## src/rtl/smpfmt_pkg.sv

```systemverilog
package smpfmt_pkg;

   // Source code formats; the encoding is fixed by the cfg_fmt port.
   typedef enum logic [1:0] {
      FMT_STRAIGHT = 2'd0,
      FMT_OFFSET   = 2'd1,
      FMT_TWOS     = 2'd2,
      FMT_TWOS_ALT = 2'd3
   } src_fmt_e;

   localparam int unsigned RAW_W_DEF  = 16;
   localparam int unsigned SMP_W_DEF  = 32;
   localparam int unsigned MIN_RES_DEF = 8;

   function automatic int unsigned res_bits(input int unsigned cont_w);
      return $clog2(cont_w + 1);
   endfunction

endpackage

```

## src/rtl/smpfmt_align.sv

```systemverilog
// Brings an n-bit sample to bit 0 and masks it to n bits.
module smpfmt_align #(
   parameter int unsigned RAW_W   = 16,
   parameter int unsigned MIN_RES = 8,
   localparam int unsigned RES_W  = $clog2(RAW_W + 1)
) (
   input  logic [RAW_W-1:0] raw,
   input  logic [RES_W-1:0] res_req,
   input  logic             left_just,
   output logic [RAW_W-1:0] code,
   output logic [RAW_W-1:0] msb_sel,
   output logic [RES_W-1:0] res_eff
);

   logic [RES_W-1:0] shamt;
   logic [RAW_W:0]   pow_n;
   logic [RAW_W-1:0] keep_mask;
   logic [RAW_W-1:0] shifted;

   // Resolution clamp into the legal window.
   always_comb begin
      if (res_req < RES_W'(MIN_RES))
         res_eff = RES_W'(MIN_RES);
      else if (res_req > RES_W'(RAW_W))
         res_eff = RES_W'(RAW_W);
      else
         res_eff = res_req;
   end

   // 2^n as a one-hot vector one bit wider than the container.
   assign pow_n     = {{RAW_W{1'b0}}, 1'b1} << res_eff;
   assign keep_mask = pow_n[RAW_W-1:0] - {{(RAW_W-1){1'b0}}, 1'b1};
   assign msb_sel   = pow_n[RAW_W:1];

   assign shamt   = left_just ? (RES_W'(RAW_W) - res_eff) : '0;
   assign shifted = raw >> shamt;
   assign code    = shifted & keep_mask;

endmodule

```

## src/rtl/smpfmt_interp.sv

```systemverilog
// Interprets an aligned code according to its source format.
module smpfmt_interp
   import smpfmt_pkg::*;
#(
   parameter int unsigned RAW_W = 16,
   parameter int unsigned SMP_W = 32
) (
   input  logic [RAW_W-1:0] code,
   input  logic [RAW_W-1:0] msb_sel,
   input  src_fmt_e         fmt,
   output logic [SMP_W-1:0] sample,
   output logic             unipolar
);

   logic [RAW_W-1:0] conv;
   logic [RAW_W-1:0] upper_sel;
   logic             neg;
   logic             is_straight;

   assign is_straight = (fmt == FMT_STRAIGHT);

   // Offset-binary: flip only the sign position, never the rest.
   always_comb begin
      unique case (fmt)
         FMT_OFFSET: conv = code ^ msb_sel;
         default:    conv = code;
      endcase
   end

   // Positions strictly above bit n-1 inside the container.
   assign upper_sel = ~((msb_sel << 1) - {{(RAW_W-1){1'b0}}, 1'b1}) & ~msb_sel;
   assign neg       = !is_straight && ((conv & msb_sel) != '0);
   assign unipolar  = is_straight;

   for (genvar i = 0; i < SMP_W; i++) begin : g_ext
      if (i < RAW_W) begin : g_in
         assign sample[i] = conv[i] | (neg & upper_sel[i]);
      end else begin : g_out
         assign sample[i] = neg;
      end
   end

endmodule

```

## src/rtl/smpfmt_clip.sv

```systemverilog
// Optional signed window limiter; ENABLE=0 builds a wire.
module smpfmt_clip #(
   parameter int unsigned SMP_W  = 32,
   parameter bit          ENABLE = 1'b1
) (
   input  logic [SMP_W-1:0] din,
   input  logic             sat_en,
   input  logic [SMP_W-1:0] lim_lo,
   input  logic [SMP_W-1:0] lim_hi,
   output logic [SMP_W-1:0] dout
);

   if (ENABLE) begin : g_clip
      logic above;
      logic below;
      assign above = $signed(din) > $signed(lim_hi);
      assign below = $signed(din) < $signed(lim_lo);
      always_comb begin
         if (sat_en && above)
            dout = lim_hi;
         else if (sat_en && below)
            dout = lim_lo;
         else
            dout = din;
      end
   end else begin : g_pass
      logic unused_ok;
      assign unused_ok = sat_en ^ (^lim_lo) ^ (^lim_hi);
      assign dout = din;
   end

endmodule

```

## src/rtl/smp_fmt_conv.sv

```systemverilog
module smp_fmt_conv
   import smpfmt_pkg::*;
#(
   parameter int unsigned RAW_W   = RAW_W_DEF,
   parameter int unsigned SMP_W   = SMP_W_DEF,
   parameter int unsigned MIN_RES = MIN_RES_DEF,
   parameter bit          HAS_CLIP = 1'b1,
   localparam int unsigned RES_W  = $clog2(RAW_W + 1)
) (
   input  logic             clk,
   input  logic             rst,
   input  logic             in_valid,
   input  logic [RAW_W-1:0] in_raw,
   input  logic [RES_W-1:0] cfg_res,
   input  logic             cfg_left,
   input  logic [1:0]       cfg_fmt,
   input  logic             cfg_sat_en,
   input  logic [SMP_W-1:0] cfg_sat_lo,
   input  logic [SMP_W-1:0] cfg_sat_hi,
   output logic             out_valid,
   output logic [RAW_W-1:0] out_code,
   output logic [SMP_W-1:0] out_sample,
   output logic             out_unipolar
);

   // Elaboration-time parameter checks.
   if (RAW_W < 2) begin : g_bad_raw
      $error("smp_fmt_conv: RAW_W must be at least 2");
   end
   if (MIN_RES < 2 || MIN_RES > RAW_W) begin : g_bad_min
      $error("smp_fmt_conv: MIN_RES must lie in 2..RAW_W");
   end
   if (SMP_W <= RAW_W) begin : g_bad_smp
      $error("smp_fmt_conv: SMP_W must exceed RAW_W");
   end

   logic [RAW_W-1:0] al_code;
   logic [RAW_W-1:0] al_msb;
   logic [RES_W-1:0] al_res;
   logic [SMP_W-1:0] ip_sample;
   logic             ip_unipolar;
   logic [SMP_W-1:0] cl_sample;
   src_fmt_e         fmt_in;

   assign fmt_in = src_fmt_e'(cfg_fmt);

   smpfmt_align #(
      .RAW_W   (RAW_W),
      .MIN_RES (MIN_RES)
   ) u_align (
      .raw       (in_raw),
      .res_req   (cfg_res),
      .left_just (cfg_left),
      .code      (al_code),
      .msb_sel   (al_msb),
      .res_eff   (al_res)
   );

   smpfmt_interp #(
      .RAW_W (RAW_W),
      .SMP_W (SMP_W)
   ) u_interp (
      .code     (al_code),
      .msb_sel  (al_msb),
      .fmt      (fmt_in),
      .sample   (ip_sample),
      .unipolar (ip_unipolar)
   );

   smpfmt_clip #(
      .SMP_W  (SMP_W),
      .ENABLE (HAS_CLIP)
   ) u_clip (
      .din    (ip_sample),
      .sat_en (cfg_sat_en),
      .lim_lo (cfg_sat_lo),
      .lim_hi (cfg_sat_hi),
      .dout   (cl_sample)
   );

   logic unused_res;
   assign unused_res = ^al_res;

   // Single pipeline register; data loads only with a valid sample.
   always_ff @(posedge clk) begin
      if (rst) begin
         out_valid    <= 1'b0;
         out_code     <= '0;
         out_sample   <= '0;
         out_unipolar <= 1'b0;
      end else begin
         out_valid <= in_valid;
         if (in_valid) begin
            out_code     <= al_code;
            out_sample   <= cl_sample;
            out_unipolar <= ip_unipolar;
         end
      end
   end

endmodule

```

## config.mk

```make
export PLATFORM = sky130hd
export DESIGN_NAME = smp_fmt_conv
export DESIGN_NICKNAME = d
export VERILOG_FILES = /design/src/rtl/smpfmt_pkg.sv /design/src/rtl/smpfmt_align.sv /design/src/rtl/smpfmt_interp.sv /design/src/rtl/smpfmt_clip.sv /design/src/rtl/smp_fmt_conv.sv
export SDC_FILE = /design/constraint.sdc
export NUM_CORES = 1
export LEC_CHECK = 0
export ABC_AREA = 1
export ABC_CLOCK_PERIOD_IN_PS = 5000
export BUFFER_PORTS_ARGS = -buffer_cell sky130_fd_sc_hd__buf_4
export CAP_MARGIN = 20
export CORE_MARGIN = 3
export CORE_UTILIZATION = 50
export CTS_CLUSTER_DIAMETER = 120
export DETAILED_ROUTE_END_ITERATION = 8
export PLACE_DENSITY = 0.78
export SLEW_MARGIN = 10
export SYNTH_ARGS = -nofsm -noshare
export SYNTH_HDL_FRONTEND = slang
export SYNTH_SLANG_ARGS = --single-unit
```

## constraint.sdc

```tcl
create_clock -name clk -period 5 [get_ports clk]
set_input_delay 1 -clock clk [delete_from_list [all_inputs] [get_ports clk]]
set_output_delay 1 -clock clk [all_outputs]
set_load 0.02 [all_outputs]
```

==> Flow_metrics.wiki <==
{| class="wikitable"
! Metric !! Value
|-
| Detail Placement HPWL || 14.15 mm
|-
| Switching power as a share of total power || 41.04%
|-
| Clock period minus worst slack || 5.585 ns
|-
| Setup repair after global routing missed its margin || yes
|-
| Critical register-to-register path endpoint || out_code[7]
|-
| Highest net fanout along the worst path || 8
|-
| Most used flip-flop cell after synthesis || sky130_fd_sc_hd__dfxtp_1
|-
| Number of standard cells in the final layout excluding fillers || ~1300
|-
| Violated checks || negative setup slack
|-
| CP endpoint kind || register
|-
| Share of async-settable or async-resettable flops after synthesis || 0%
|-
| Number of rows in the core area || 38
|-
| Synthesis warning total || 0
|-
| Worst skew pair latency || 0.30 ns
|-
| Delay contributed by the slowest stage of the critical path || 0.24 ns
|-
| Share of power burned in the clock network || 19.5%
|-
| Die outline width || 114.0 um
|-
| Type of the worst setup path || primary input to register
|-
| Minimum setup slack in the final design || -0.5845 ns
|-
| Post-layout instance area || 9288 um2
|-
| Die Outline Area || ~13000 um2
|-
| Number of buffers inserted by port buffering || roughly 140
|-
| CP endpoint || out_sample[29]
|-
| Outcome || finished, violations left
|-
| Yosys cell types || 53
|-
| Post-synthesis average cell area || 6.256 um2
|-
| Accumulated negative setup slack || -16.47 ns
|-
| Pwr per Cell Area || 222.3 nW/um2
|-
| Global-route wire length before repair || about 35 mm
|-
| CTS Hold Bufs || 0
|-
| Drc violations || 0
|-
| Path depth of the worst reg2reg path || 2
|-
| Register-to-register setup slack || between 4 and 5 ns
|-
| Worst min path class || register to register
|-
| Critical Path Start Type || primary input
|-
| Number of cells produced by synthesis || 932
|-
| Placeable core region || roughly 11000 um2
|-
| Overall fraction of global-route tracks in use || 32.78%
|-
| Boundary Pins || 142
|-
| Tcrit/Tclk final || 111.7%
|-
| Post-Route WL || 24.60 mm
|-
| Transition time of the tightest slew-check pin || 0.8015 ns
|-
| Count of state elements after synthesis || 50
|-
| R2r startpoint || out_code[7]
|-
| Cell total after placement || 1278
|-
| Worst-path cell with the longest stage delay || sky130_fd_sc_hd__nor2_4
|-
| Maximum clock path buffer count || 2
|-
| Required time of the critical path || 5.16 ns
|-
| Maximum capacitance violations || 0
|-
| Logic pwr share || 58.3%
|-
| Max-slew headroom || 46.57%
|-
| Y dimension of the die || 114.0 um
|-
| Leak Pwr || 4.936 nW
|-
| Area growth from synthesis to layout || 59.29%
|-
| Total inserted antenna cells || 0
|-
| Worst supply voltage drop on vdd || 230.1 uV
|-
| Fraction of power consumed by sequential logic || 22.2%
|-
| Dpl cell area || 7930 um2
|-
| Sequential area share after synthesis || between 15 and 20%
|-
| TritonRoute pass-1 iters || 5
|-
| Start point of the critical path || cfg_res[4]
|-
| Top achievable clock speed || between 150 and 200 MHz
|-
| Largest clock skew in the final design || 0 ns
|-
| Final setup viols || 32
|-
| Routed vias || 7924
|-
| Via count of the first global-routing pass || about 7400
|-
| Number of vias per cell after detailed routing || between 5 and 6
|-
| Initial antenna violation count || 0
|-
| Final hold viol count || 0
|-
| Fraction of the core area covered by cells at the end of the flow || 83.48%
|-
| Average wire per cell in the routed design || 18.38 um
|-
| Critical Path AT || 5.75 ns
|-
| Most frequent standard cell in the layout excluding fill and tap cells || sky130_fd_sc_hd__buf_4
|-
| CTS tree || done
|-
| Number of buffers created by CTS || 5
|-
| Number of antenna-violating nets in the routed design || 0
|-
| Internal cell power || roughly 1.2 mW
|-
| Total count of max-transition violations in the final report || 0
|-
| Global placement routability congestion || 0.9423
|-
| Grt total ovfl || 0
|-
| Effective utilization at floorplan || 52.41%
|-
| Total number of H-tree levels || 2
|-
| Commonest non-fill, non-tap cells in the layout || 270 x sky130_fd_sc_hd__buf_4, 186 x sky130_fd_sc_hd__nand2_1, 142 x sky130_fd_sc_hd__inv_1
|-
| Post-synthesis cell area || 5831 um2
|-
| EDFF count, synth || 0
|-
| Pin count of the biggest net entering global routing || 65
|-
| CTS sink cnt || 50
|-
| Number of nets at the end of the flow || 1361
|-
| Clock root buffer master || sky130_fd_sc_hd__clkbuf_16
|-
| Clock slew at the register clock pins of the worst setup and hold paths || 0.07 ns
|-
| Switching pwr || 0.8472 mW
|-
| Drt initial violations || 997
|-
| Ratio of cells with drive above 1 in the final layout || between 40% and 50%
|}
## cells in the mapped netlist (3+ instances only)
cell,n,area share (%)
sky130_fd_sc_hd__buf_4,3,0.39
sky130_fd_sc_hd__nor2_1,40,2.6
sky130_fd_sc_hd__inv_1,152,9.8
sky130_fd_sc_hd__dfxtp_1,50,17
sky130_fd_sc_hd__buf_2,11,0.94
sky130_fd_sc_hd__o21ai_1,7,0.60
sky130_fd_sc_hd__ha_1,72,15
sky130_fd_sc_hd__nand2_1,211,14
sky130_fd_sc_hd__nand3_2,16,2.7
sky130_fd_sc_hd__a21oi_2,5,0.75
sky130_fd_sc_hd__xnor2_1,4,0.60
sky130_fd_sc_hd__nor2_2,4,0.43
sky130_fd_sc_hd__o211ai_1,7,0.90
sky130_fd_sc_hd__nand4_1,44,4.7
sky130_fd_sc_hd__o221ai_1,3,0.45
sky130_fd_sc_hd__o21ai_0,65,5.6
sky130_fd_sc_hd__clkbuf_1,27,1.7
sky130_fd_sc_hd__nor3_1,3,0.26
sky130_fd_sc_hd__a211oi_1,3,0.39
sky130_fd_sc_hd__nor4_1,3,0.32
sky130_fd_sc_hd__nand2_2,3,0.32
sky130_fd_sc_hd__inv_2,5,0.32
sky130_fd_sc_hd__a21oi_1,80,6.9
sky130_fd_sc_hd__xor2_1,5,0.75
sky130_fd_sc_hd__nand3_1,69,5.9
sky130_fd_sc_hd__nor2_4,6,1.2
## cells by family (layout without fill, tap and decap cells)
logic type / Yosys count / in the layout / synth area share, %
and+or+nand+nor: 411 / 414 / 34.14
buffers and inverters: 203 / 462 / 14.03
AOI/OAI and AO/OA: 184 / 184 / 17.45
adders and majority gates: 72 / 72 / 15.45
DFF: 50 / 50 / 17.17
xor gates and xnor gates: 10 / 10 / 1.631
other: 2 / 6 / 0.1288
## state kept, by name, indices dropped and copies added (netlist names)
name,flops
out_sample,32
out_code,16
out_valid,1
out_unipolar,1
## critical path: cells and delay by family
family                   cells  cell delay (ns)
adder cells (fa/ha/maj)      2             0.42
buffers and inverters        7             0.85
AND/OR/NAND/NOR             12             1.75
XOR/XNOR                     1             0.24
AO/OA/AOI/OAI               11             1.47
## layer usage
layer,vias up,part of all wire [%],track usage [%]
li1,3618,-,-
met3,175,9.4,6.048
met4,0,6.0,15.84
met1,3566,37,39.14
met2,565,48,56.40
met5,-,0,0
## timing repair
action | 4_1_cts | 5_1_grt
resized for setup | 43 | 134
setup endpoints to repair | 32 | 32
gates cloned | 9 | 2
pin swaps | 8 | 63
setup buffers | 22 | 20
endpoints found under the hold margin | 0 | 0
## power groups by stage
stage	Sequential (mW)	Combinational (mW)	Clock, mW
2_1_floorplan	0.508	0.508	0
3_3_place_gp	0.464	0.872	0
3_5_place_dp	0.464	0.891	0
4_1_cts	0.456	1.02	0.397
5_1_grt	0.461	1.29	0.416
6_report	0.457	1.20	0.403
## stage by stage
| stage | hold WS, ns | total power [mW] | setup slack, ns |
|---|---|---|---|
| after floorplan | 0.5450 | 1.016 | -0.06709 |
| after global placement | 0.4526 | 1.336 | -0.4729 |
| after detailed placement | 0.4566 | 1.355 | -0.4996 |
| after CTS | 0.4674 | 1.877 | -0.1112 |
| after global routing | 0.4948 | 2.165 | -0.8385 |
| final | 0.4687 | 2.064 | -0.5845 |
## worst min-delay path by stage
stage	slack, ns	end	depth (start not counted)	start
2_1_floorplan	0.55	out_code[4]	2	out_code[4]
3_3_place_gp	0.45	out_sample[29]	2	out_sample[29]
3_5_place_dp	0.46	out_sample[5]	2	out_sample[5]
4_1_cts	0.47	out_sample[29]	2	out_sample[29]
5_1_grt	0.49	out_sample[19]	2	out_sample[19]
6_report	0.47	out_sample[29]	2	out_sample[29]
## area by class of cell
type / count / area (um2)
Clock inverter: 2 / 37.54
Clock buffer: 6 / 128.9
Tap cell: 140 / 175.2
Multi-Input combinational cell: 686 / 4771
Timing Repair Buffer: 296 / 2551
Inverter: 158 / 623.1
Sequential cell: 50 / 1001
Fill cell: 685 / 1838
Power figures use the tool's default switching activity.
